`config.mk`:
```
export PLATFORM = sky130hd
export DESIGN_NAME = link_duplex_monitor
export DESIGN_NICKNAME = d
export VERILOG_FILES = /design/src/rtl/lm_pkg.sv /design/src/rtl/lm_ctrl.sv /design/src/rtl/lm_datapath.sv /design/src/rtl/link_duplex_monitor.sv
export SDC_FILE = /design/constraint.sdc
export NUM_CORES = 1
export LEC_CHECK = 0
export BUFFER_PORTS_ARGS = -buffer_cell sky130_fd_sc_hd__buf_2
export CORE_UTILIZATION = 31
export DETAILED_ROUTE_END_ITERATION = 10
export GPL_TIMING_DRIVEN = 0
export PLACE_DENSITY = 0.74
export SLEW_MARGIN = 20
export SYNTH_ARGS = -nofsm -noshare
export SYNTH_HDL_FRONTEND = slang
export SYNTH_SLANG_ARGS = --single-unit
```
`constraint.sdc`:
```
create_clock -name clk -period 2 [get_ports clk]
set_clock_uncertainty 0.1 [all_clocks]
set_input_delay 0 -clock clk [delete_from_list [all_inputs] [get_ports clk]]
set_output_delay 0 -clock clk [all_outputs]
set_load 0.005 [all_outputs]
```
`src/rtl/lm_pkg.sv`:
```
package lm_pkg;
  localparam int DATA_W  = 16;
  localparam int ADDR_W  = 5;
  localparam logic [ADDR_W-1:0] STAT_REG = 5'd1;
  localparam logic [ADDR_W-1:0] PART_REG = 5'd5;
  localparam int LINK_BIT = 2;
  localparam logic [DATA_W-1:0] FAST_MASK = 16'h0380;
  localparam int FD100_BIT = 8;
  localparam int FD10_BIT  = 6;

  typedef enum logic [1:0] {
    RES_SAME    = 2'd0,
    RES_CHANGED = 2'd1,
    RES_NOLINK  = 2'd2,
    RES_MISSING = 2'd3
  } result_e;

  typedef struct packed {
    logic commit;
    logic missing;
    logic noLink;
  } strobe_t;
endpackage

```
`src/rtl/lm_ctrl.sv`:
```
module lm_ctrl
  import lm_pkg::*;
(
  input  logic              clk,
  input  logic              rstN,
  input  logic              checkReq,
  input  logic              mdRspValid,
  input  logic              rspAllOnes,
  input  logic              rspLinkUp,
  output logic              mdReqValid,
  output logic [ADDR_W-1:0] mdReqReg,
  output logic              busy,
  output strobe_t           strobe
);
  typedef enum logic [1:0] {S_IDLE, S_STAT1, S_STAT2, S_PART} state_e;
  state_e state, stateNext;

  always_ff @(posedge clk or negedge rstN) begin
    if (!rstN) state <= S_IDLE;
    else       state <= stateNext;
  end

  always_comb begin
    stateNext = state;
    strobe    = '0;
    unique case (state)
      S_IDLE: if (checkReq) stateNext = S_STAT1;
      S_STAT1, S_STAT2: if (mdRspValid) begin
        if (rspAllOnes) begin
          strobe.commit  = 1'b1;
          strobe.missing = 1'b1;
          stateNext      = S_IDLE;
        end else if (rspLinkUp) begin
          stateNext = S_PART;
        end else if (state == S_STAT1) begin
          stateNext = S_STAT2;
        end else begin
          strobe.commit = 1'b1;
          strobe.noLink = 1'b1;
          stateNext     = S_IDLE;
        end
      end
      S_PART: if (mdRspValid) begin
        strobe.commit = 1'b1;
        stateNext     = S_IDLE;
      end
      default: stateNext = S_IDLE;
    endcase
  end

  assign busy       = (state != S_IDLE);
  assign mdReqValid = busy;
  assign mdReqReg   = (state == S_PART) ? PART_REG : STAT_REG;
endmodule

```
`src/rtl/lm_datapath.sv`:
```
module lm_datapath
  import lm_pkg::*;
(
  input  logic              clk,
  input  logic              rstN,
  input  strobe_t           strobe,
  input  logic [DATA_W-1:0] mdRspData,
  input  logic [DATA_W-1:0] localAdv,
  input  logic              duplexLock,
  output logic              rspAllOnes,
  output logic              rspLinkUp,
  output logic              modeFull,
  output logic              modeThresh,
  output logic [1:0]        result,
  output logic              done,
  output logic              restartPulse
);
  logic [DATA_W-1:0] negSet;
  logic hasFast, newFull, newThresh, differs;

  assign rspAllOnes = &mdRspData;
  assign rspLinkUp  = mdRspData[LINK_BIT];

  assign negSet    = mdRspData & localAdv;
  assign hasFast   = |(negSet & FAST_MASK);
  assign newThresh = ~hasFast;
  assign newFull   = negSet[FD100_BIT] | (negSet[FD10_BIT] & ~hasFast) | duplexLock;
  assign differs   = (newFull != modeFull) || (newThresh != modeThresh);

  always_ff @(posedge clk or negedge rstN) begin
    if (!rstN) begin
      modeFull     <= 1'b0;
      modeThresh   <= 1'b0;
      result       <= RES_SAME;
      done         <= 1'b0;
      restartPulse <= 1'b0;
    end else begin
      done         <= strobe.commit;
      restartPulse <= 1'b0;
      if (strobe.commit) begin
        if (strobe.missing)     result <= RES_MISSING;
        else if (strobe.noLink) result <= RES_NOLINK;
        else if (differs) begin
          result       <= RES_CHANGED;
          modeFull     <= newFull;
          modeThresh   <= newThresh;
          restartPulse <= 1'b1;
        end else        result <= RES_SAME;
      end
    end
  end
endmodule

```
`src/rtl/link_duplex_monitor.sv`:
```
module link_duplex_monitor
  import lm_pkg::*;
(
  input  logic              clk,
  input  logic              rstN,
  input  logic              checkReq,
  input  logic [ADDR_W-1:0] phyAddr,
  input  logic [DATA_W-1:0] localAdv,
  input  logic              duplexLock,
  output logic              mdReqValid,
  output logic [ADDR_W-1:0] mdReqPhy,
  output logic [ADDR_W-1:0] mdReqReg,
  input  logic              mdRspValid,
  input  logic [DATA_W-1:0] mdRspData,
  output logic              busy,
  output logic              done,
  output logic [1:0]        result,
  output logic              modeFull,
  output logic              modeThresh,
  output logic              restartPulse
);
  strobe_t strobe;
  logic rspAllOnes, rspLinkUp;

  assign mdReqPhy = phyAddr;

  lm_ctrl u_ctrl (
    .clk(clk), .rstN(rstN), .checkReq(checkReq), .mdRspValid(mdRspValid),
    .rspAllOnes(rspAllOnes), .rspLinkUp(rspLinkUp), .mdReqValid(mdReqValid),
    .mdReqReg(mdReqReg), .busy(busy), .strobe(strobe)
  );

  lm_datapath u_dp (
    .clk(clk), .rstN(rstN), .strobe(strobe), .mdRspData(mdRspData),
    .localAdv(localAdv), .duplexLock(duplexLock), .rspAllOnes(rspAllOnes),
    .rspLinkUp(rspLinkUp), .modeFull(modeFull), .modeThresh(modeThresh),
    .result(result), .done(done), .restartPulse(restartPulse)
  );
endmodule

```
* Word level (Yosys, flattened, before mapping)
Cells that the tools add are included.
Widths: inputs -> output; s select.
** Cells by class
- Equal/unequal tests :: 8
- Mux-type cells :: 24
- Bitwise gates (word level) :: 7
- Reductions and logical operators :: 8
** Operators with widths (number)
- $mux 2 :: 9
- $reduce_and 16->1 :: 1
- $mux 1 :: 11
- $and 10x10->10 :: 1
- $mux 3 :: 2
- $ne 2x2->1 const B :: 3
- $pmux 2 s3 :: 1
- $eq 2x2->1 const B :: 2
- $reduce_and 4->1 :: 1
- $not 1->1 :: 3
- $reduce_and 3->1 :: 1
- $reduce_or 3->1 :: 1
- $eq 2x1->1 const B :: 1
- $logic_not 2->1 :: 1
- $ne 1x1->1 :: 2
- $or 1x1->1 :: 2
- $pmux 1 s2 :: 1
- $reduce_bool 2->1 :: 1
- $reduce_or 2->1 :: 1
- $and 1x1->1 :: 1
- $logic_or 1x1->1 :: 1
** Word-level totals
- Bits in registers :: 8
- Input port bits :: 42
- Output and inout port bits :: 18

* Longest topological paths before layout
Gate-level depths: netlist of the first run.
- Word-level depth :: 12
- Depth in mapped cells :: 8
- Depth with buffers taken out :: 8

* Modules after synthesis
From an unflattened synthesis of the first run, not the netlist that was laid out.
** Second synthesis, totals
- Cells, all modules :: 66
- Area, all modules :: 621.8 sq um
** By module, submodules not included
- lm_datapath :: times used 1, cells an instance 34, area each 331.6 sq um
- lm_ctrl :: times used 1, cells an instance 27, area each 252.7 sq um
- link_duplex_monitor :: times used 1, cells an instance 5, area each 37.5 sq um

* Worst setup path before layout of the first run
OpenSTA, ideal clock, no wires.
- Path type :: register to register
- Start point :: register u_ctrl.state[0]
- End point :: register u_dp.modeThresh
- Setup time :: 0.128 ns
- Arrival :: 1.849 ns
- Required time :: 1.772 ns
- Path slack :: -0.076 ns
- Cell stages (with the launch flop) :: 8
- Buffers on the path :: 0
- Cells stage by stage :: dfrtp_1 > inv_1 > ha_1 > o21ai_0 > nor2_1 > o31ai_1 > nor4_4 > mux2_1
** Between the ends
- Word-level cells in the longest chain between the ends :: 8
- Elaborated cells on any way between the ends :: 14
** Ends and longest elaborated chain
- start, declared :: RTL line lm_ctrl.sv:16 : state_e state, stateNext;
- start signal, assigned :: RTL line lm_ctrl.sv:20 : else state <= stateNext;
- $eq 2x1->1 :: RTL line lm_ctrl.sv:26, lm_ctrl.sv:35
- $mux 1 :: RTL line lm_ctrl.sv:35 : end else if (state == S_STAT1) begin
- $mux 1 :: RTL line lm_ctrl.sv:33 : end else if (rspLinkUp) begin
- $mux 1 :: RTL line lm_ctrl.sv:29 : if (rspAllOnes) begin
- $mux 3 :: RTL line lm_ctrl.sv:28 : S_STAT1, S_STAT2: if (mdRspValid) begin
- $mux 2 :: RTL line lm_ctrl.sv:26 : unique case (state)
- $not 1->1 (no source line)
- $reduce_and 4->1 (no source line) (*)
- end signal, assigned :: RTL line lm_datapath.sv:46 : modeThresh <= newThresh;
- end, declared :: RTL line lm_datapath.sv:13 : output logic modeThresh,
Mark *: on every way between the ends. The rest lies on a longest branch, timed or not.
A chain may end at the register's enable or synchronous reset.

* Worst setup path in the final report of the first run
Ends and elaborated chain as after synthesis.

==> out/metrics.csv, run 1 <==
stage,metric,value,unit
synth,ys_top_cells_by_area,"dfrtp_1 33%, buf_4 12%, ha_1 8.2%",
critical_path,crit_cells,6,
pwr,power_density,1120,mW/mm2
synth,yosys-top-cells-count,"10 x buf_4, 8 x dfrtp_1, 5 x inv_1, 5 x nor2_1",
global_routing,overflow,0,
critical_path,cp_max_fo,6,
place,dp_hpwl,1150,um
synth,yosysMostFrequentCell,buf_4,
sta,finalCritPeriodShare,96.2,%
critical_path,ff2ff_setup_slack,0.08,ns
global_routing,met2_usage,31.3,%
clock_network,cts-buffers-inserted,3,
final_layout,stdcell_area,975,um2
global_routing,antenna_found_initial,0,
detailed_routing,drtIter0Drc,9,
critical_path,r2r-end,u_dp.modeThresh,
status,status,finished clean,
detailed_routing,dr.pass1.iters,5,
place,pre_cts_ws,-0.168,ns
clock_network,cts-root-buf,clkbuf_4,
place,io_buffer_count,38,
sta,hold_viol,0,
global_routing,met3_usage,5.88,%
floorplanning,die_h,46.3,um
final_layout,areaGrowthSynthToFinish,60.3,%
global_routing,grt_pass1_wl,2450,um
detailed_routing,vias,681,
sta,finalWorstSetupSlack,0.0764,ns
synth,yosysTopAreaCellShare,32.9,%
critical_path,path_class,reg2reg,
sta,max_freq,0.520,GHz
sta,tightest_slew,0.894,ns
final_layout,fin_nets,165,
synth,ys.flop_type,dfrtp_1,
critical_path,crit_path_max_incr_delay,0.41,ns
synth,yosysWarnings,0,
pwr,power.leakage,0.502,nW
synth,ys_ff_latch,8,
worst_hold_path,holdCritPathClass,in2async,
clock_network,htreeDepth,1,
synth,synth_edf_count,0,
critical_path,cp.arrival,1.96,ns
critical_path,crit_slowest_cell,dfrtp_1,
sta,relSlewSlack,39.9,%
detailed_routing,wl_per_cell,10.9,um
critical_path,required,2.03,ns
floorplanning,io-pin-count,60,
sta,slew_viol_final,0,
critical_path,rr_startpoint,u_ctrl.state[0],
final_layout,drive_gt1_share,57.3,%
sta,setup_viol,0,
floorplanning,dieWidth,46.3,um
sta,finalCriticalPeriod,1.92,ns
critical_path,critPathLaunchType,register,
synth,avgSynthCellArea,9.21,um2
final_layout,diodes,0,
clock_network,tritoncts,yes,
synth,synth_top_area_cell,dfrtp_1,
floorplanning,num_rows,15,
synth,ys_seq_area_share,32.9,%
clock_network,max-clock-path-buffers,2,
critical_path,path_cells,inv_2 -> ha_4 -> buf_4 -> o211a_1 -> nor4_4 -> mux2_1,
synth,synth_cells,66,
synth,async_reset_ff_share,100,%
global_routing,grt.busiest_layer,met2,
detailed_routing,postRouteWirelength,1550,um
detailed_routing,ant_nets,0,
detailed_routing,route.detailed.drc,0,
global_routing,gr-usage-met1,16.7,%
global_routing,grt_pass1_vias,632,
floorplanning,die_area,0.00214,mm2
synth,syn_area,608,um2
place,gp_congestion,0.737,
sta,rsz0062_at_grt,false,
clock_network,clkSinkCount,8,
floorplanning,start_util,34.1,%
critical_path,rr_worst_depth,6,
place,dpl_cell_area,837,um2
global_routing,track_usage,16.4,%
critical_path,path_delay_family,flip-flops,
clock_network,clkTransAtPathRegs,0.05,ns
floorplanning,coreArea,0.00178,mm2
global_routing,grt_start_max_net_pins,9,
pwr,ir_drop,615,uV
critical_path,crit_buf_inv,2,
pwr,total_power,0.00109,W
flow_run,max-cap-violations,0,
detailed_routing,avgViaCountPerCell,4.80,
critical_path,end_kind,register,
synth,yosys.cell_types.count,29,
clock_network,clk_latency,0.25,ns
-- area by class of cell --
class / count / area [um2]
Multi-Input combinational cell: 45 / 372
Buffer: 10 / 75.1
Fill cell: 178 / 808
Sequential cell: 8 / 200
Inverter: 5 / 18.8
Timing Repair Buffer: 46 / 255
Tap cell: 25 / 31.3
Clock buffer: 3 / 22.5
-- layout by cell type (no fill, tap or decap), drive strengths merged, types with 2 or more instances in the layout --
cell type	count
clkbuf	3
dfrtp	8
nand3	2
inv	5
o22ai	2
mux2	2
nor2	5
nand4	4
nand2	3
dlygate4sd3	2
buf	54
ha	4
conb	4
a21oi	2
nor4	2
-- registers in the layout (all words and copies together) (netlist names) --
signal	cells
u_dp.modeFull	1
u_dp.modeThresh	1
u_dp.result	2
u_dp.done	1
u_ctrl.state	2
u_dp.restartPulse	1
-- logic make-up (layout without fill, tap and decap cells) --
| logic type | count (synthesis) | count (layout) | synth area share (%) |
|---|---|---|---|
| AO/OA/AOI/OAI | 15 | 15 | 18.9 |
| multiplexers | 2 | 2 | 3.70 |
| flip-flops | 8 | 8 | 32.9 |
| buffers and inverters | 15 | 64 | 15.4 |
| AND/OR/NAND/NOR | 19 | 19 | 18.1 |
| adder cells (fa/ha/maj) | 4 | 4 | 8.23 |
| XOR/XNOR | 1 | 1 | 1.44 |
| other | 2 | 4 | 1.24 |
-- worst reg2reg max path: cells and delay by family, from the launching register on --
kind,cells,cell delay (ns)
buffers and inverters,2,0.24
multiplexers,1,0.35
AND/OR/NAND/NOR,1,0.35
flip-flops,1,0.41
adder cells (fa/ha/maj),1,0.20
AO/OA/AOI/OAI,1,0.15
-- routing by layer --
layer | vias to the layer above | wire length [um]
li1 | 330 | -
met1 | 323 | 587
met2 | 28 | 866
met3 | 0 | 100
met4 | 0 | 0
met5 | - | 0
-- per-stage QoR --
stage	TNS [ns]	std cells	utilization (%)	hold slack, ns
final	0	142	54.7	0.0146
after global routing	0	142	54.7	0.0124
after CTS	0	142	54.4	0.0101
after detailed placement	-0.335	131	46.9	-0.254
after global placement	-0.252	131	46.9	-0.257
after floorplan	0	68	-	-0.396
-- worst max path at each step --
| stage | startpoint | end | slack [ns] |
|---|---|---|---|
| 5_1_grt | u_ctrl.state[1] | u_dp.modeFull | 0.03 |
| 2_1_floorplan | u_ctrl.state[0] | u_dp.modeThresh | 0.06 |
| 3_5_place_dp | u_ctrl.state[0] | u_dp.modeFull | -0.17 |
| 3_3_place_gp | u_ctrl.state[0] | u_dp.modeFull | -0.13 |
| 6_report | u_ctrl.state[0] | u_dp.modeThresh | 0.08 |
| 4_1_cts | u_ctrl.state[0] | u_dp.modeFull | 0.003 |
-- where the power goes --
group          internal, W  switching, W
clock            0.0000685     0.0000519
combinational     0.000359      0.000326
sequential        0.000231     0.0000550
total             0.000658      0.000433
-- what timing repair did --
action | 4_1_cts | 5_1_grt
resized for setup | 11 | 1
setup endpoints to repair | 2 | 2
hold buffers | 2 | 0
hold endpoints to repair | 9 | 0
setup buffers | 6 | 0
pin swaps | 4 | 1
Note: power is estimated with default switching activity, not from simulation.
==> inputs of run 2 (changes only) <==
- MAX_ROUTING_LAYER: default -> met4
- RECOVER_POWER: default -> 100
==> run 2 against run 1 <==
Routed wire length is 1.3% lower; die area is the same; non-clock buffer count stayed put.
==> out/metrics.csv, run 2 (synthesis gave the netlist of run 1 again) <==
stage,metric,value,unit
place,dpl_cell_area,837,um2
detailed_routing,dr.pass1.iters,4,
pwr,power_density,1120,mW/mm2
global_routing,overflow,0,
clock_network,tritoncts,yes,
sta,finalCritPeriodShare,96.0,%
detailed_routing,wl_per_cell,10.8,um
final_layout,reg_top3,"u_ctrl.state (2), u_dp.result (2)",
final_layout,drive_gt1_share,47.9,%
floorplanning,dieWidth,46.3,um
clock_network,cts-buffers-inserted,3,
final_layout,areaGrowthSynthToFinish,57.6,%
pwr,total_power,0.00107,W
sta,finalCriticalPeriod,1.92,ns
pwr,switchingPower,0.000430,W
clock_network,htreeDepth,1,
global_routing,track_usage,16.9,%
status,status,finished clean,
critical_path,path_cells,inv_2 -> ha_1 -> nor2_1 -> o211a_1 -> nor4_4 -> mux2_1,
critical_path,end_kind,register,
clock_network,clkSinkCount,8,
final_layout,diodes,0,
critical_path,critPathLaunchType,register,
sta,tns,0,ns
critical_path,crit_path_max_incr_delay,0.39,ns
final_layout,fillerInstances,183,
detailed_routing,ant_nets,0,
sta,relSlewSlack,40.0,%
worst_hold_path,holdCritPathClass,in2reg,
place,dp_hpwl,1150,um
clock_network,cts-root-buf,clkbuf_4,
pwr,power.leakage,0.470,nW
clock_network,clkTransAtPathRegs,0.05,ns
place,gp_congestion,0.746,
sta,tightest_slew,0.892,ns
floorplanning,die_h,46.3,um
critical_path,cp_max_fo,4,
final_layout,stdcell_area,958,um2
final_layout,multiInputGateArea,372,um2
pwr,p_comb_share,62.0,%
critical_path,required,2.03,ns
global_routing,grt_pass1_vias,631,
sta,max_freq,0.521,GHz
critical_path,path_class,reg2reg,
detailed_routing,avgViaCountPerCell,4.73,
pwr,power_switching_share,40.2,%
final_layout,final_common_cell,buf_2,
floorplanning,num_rows,15,
floorplanning,coreArea,0.00178,mm2
floorplanning,die_area,0.00214,mm2
pwr,intPower,0.000640,W
sta,hold_viol,0,
detailed_routing,postRouteWirelength,1530,um
global_routing,grt_start_max_net_pins,9,
sta,slew_viol_final,0,
pwr,ir_drop,610,uV
critical_path,cp.arrival,1.95,ns
final_layout,regArea,200,um2
final_layout,fin_nets,165,
pwr,clkPwrFrac,11.3,%
pwr,p_seq_share,26.7,%
flow_run,max-cap-violations,0,
sta,setup_viol,0,
floorplanning,io-pin-count,60,
clock_network,clk_latency,0.25,ns
clock_network,max-clock-path-buffers,2,
critical_path,crit_slowest_cell,dfrtp_1,
sta,rsz0062_at_grt,false,
detailed_routing,drtIter0Drc,11,
global_routing,antenna_found_initial,0,
detailed_routing,route.detailed.drc,0,
global_routing,grt_pass1_wl,2450,um
final_layout,layout_common_cells,"28 x buf_2, 13 x buf_4, 11 x clkbuf_1",
detailed_routing,vias,672,
place,io_buffer_count,38,
floorplanning,start_util,34.1,%
run 2: changes by cell type in the layout (fill, tap and decap cells not counted), sizes merged:
| cell | delta |
|---|---|
| buf | -13 |
| clkbuf | +13 |
run 2: critical path: cells and delay by family (launching register included):
family / cells / cell delay [ns]
and+or+nand+nor: 2 / 0.45
DFF: 1 / 0.39
muxes: 1 / 0.35
AOI/OAI and AO/OA: 1 / 0.27
adders and majority gates: 1 / 0.15
buffers and inverters: 1 / 0.10
run 2: per-stage QoR:
stage | utilization (%) | worst slack (ns) | hold slack, ns | cells
3_5_place_dp | 46.9 | -0.168 | -0.254 | 131
4_1_cts | 54.4 | 0.00277 | 0.0101 | 142
5_1_grt | 53.8 | 0.0161 | 0.0528 | 142
6_report | 53.8 | 0.0809 | 0.0378 | 142
3_3_place_gp | 46.9 | -0.127 | -0.257 | 131
2_1_floorplan | - | 0.0612 | -0.396 | 68
run 2: worst paths after layout:
path                                  from              end  slack (ns)  cells after the start
setup reg to reg           u_ctrl.state[1]  u_dp.modeThresh        0.08                      6
setup / recovery           u_ctrl.state[1]  u_dp.modeThresh        0.08                      6
hold reg to reg             u_dp.result[1]   u_dp.result[1]        0.42                      1
max in group asynchronous             rstN        u_dp.done        1.44                      2
hold / removal                 localAdv[6]    u_dp.modeFull        0.04                      4
min in group asynchronous             rstN   u_dp.result[1]        0.08                      2
run 2: power groups by stage:
stage	registers, W	clock network (W)	logic (W)
2_1_floorplan	0.000285	0	0.000324
4_1_cts	0.000287	0.000125	0.000664
3_3_place_gp	0.000287	0	0.000476
3_5_place_dp	0.000288	0	0.000488
6_report	0.000286	0.000121	0.000663
5_1_grt	0.000296	0.000138	0.000741
run 2: area by class of cell:
type	instances	share of cell area, %
Sequential cell	8	20.9
Inverter	5	1.96
Clock buffer	3	2.35
Tap cell	25	3.26
Multi-Input combinational cell	45	38.8
Timing Repair Buffer	46	24.9
Buffer	10	7.83
run 2: routing by layer:
| metal | share of wire [%] | vias to the layer above | track usage, % |
|---|---|---|---|
| li1 | - | 331 | - |
| met1 | 37 | 315 | 16.7 |
| met2 | 57 | 26 | 31.3 |
| met3 | 6.3 | 0 | 5.88 |
| met4 | 0 | 0 | 3.53 |
| met5 | 0 | - | - |
run 2: repair_timing:
action | 4_1_cts | 5_1_grt
cloned | 0 | 0
resized for setup | 11 | 1
setup buffers | 6 | 0
pin swaps | 4 | 1
endpoints found under the hold margin | 9 | 0
setup endpoints to repair | 2 | 2
hold buffers | 2 | 0
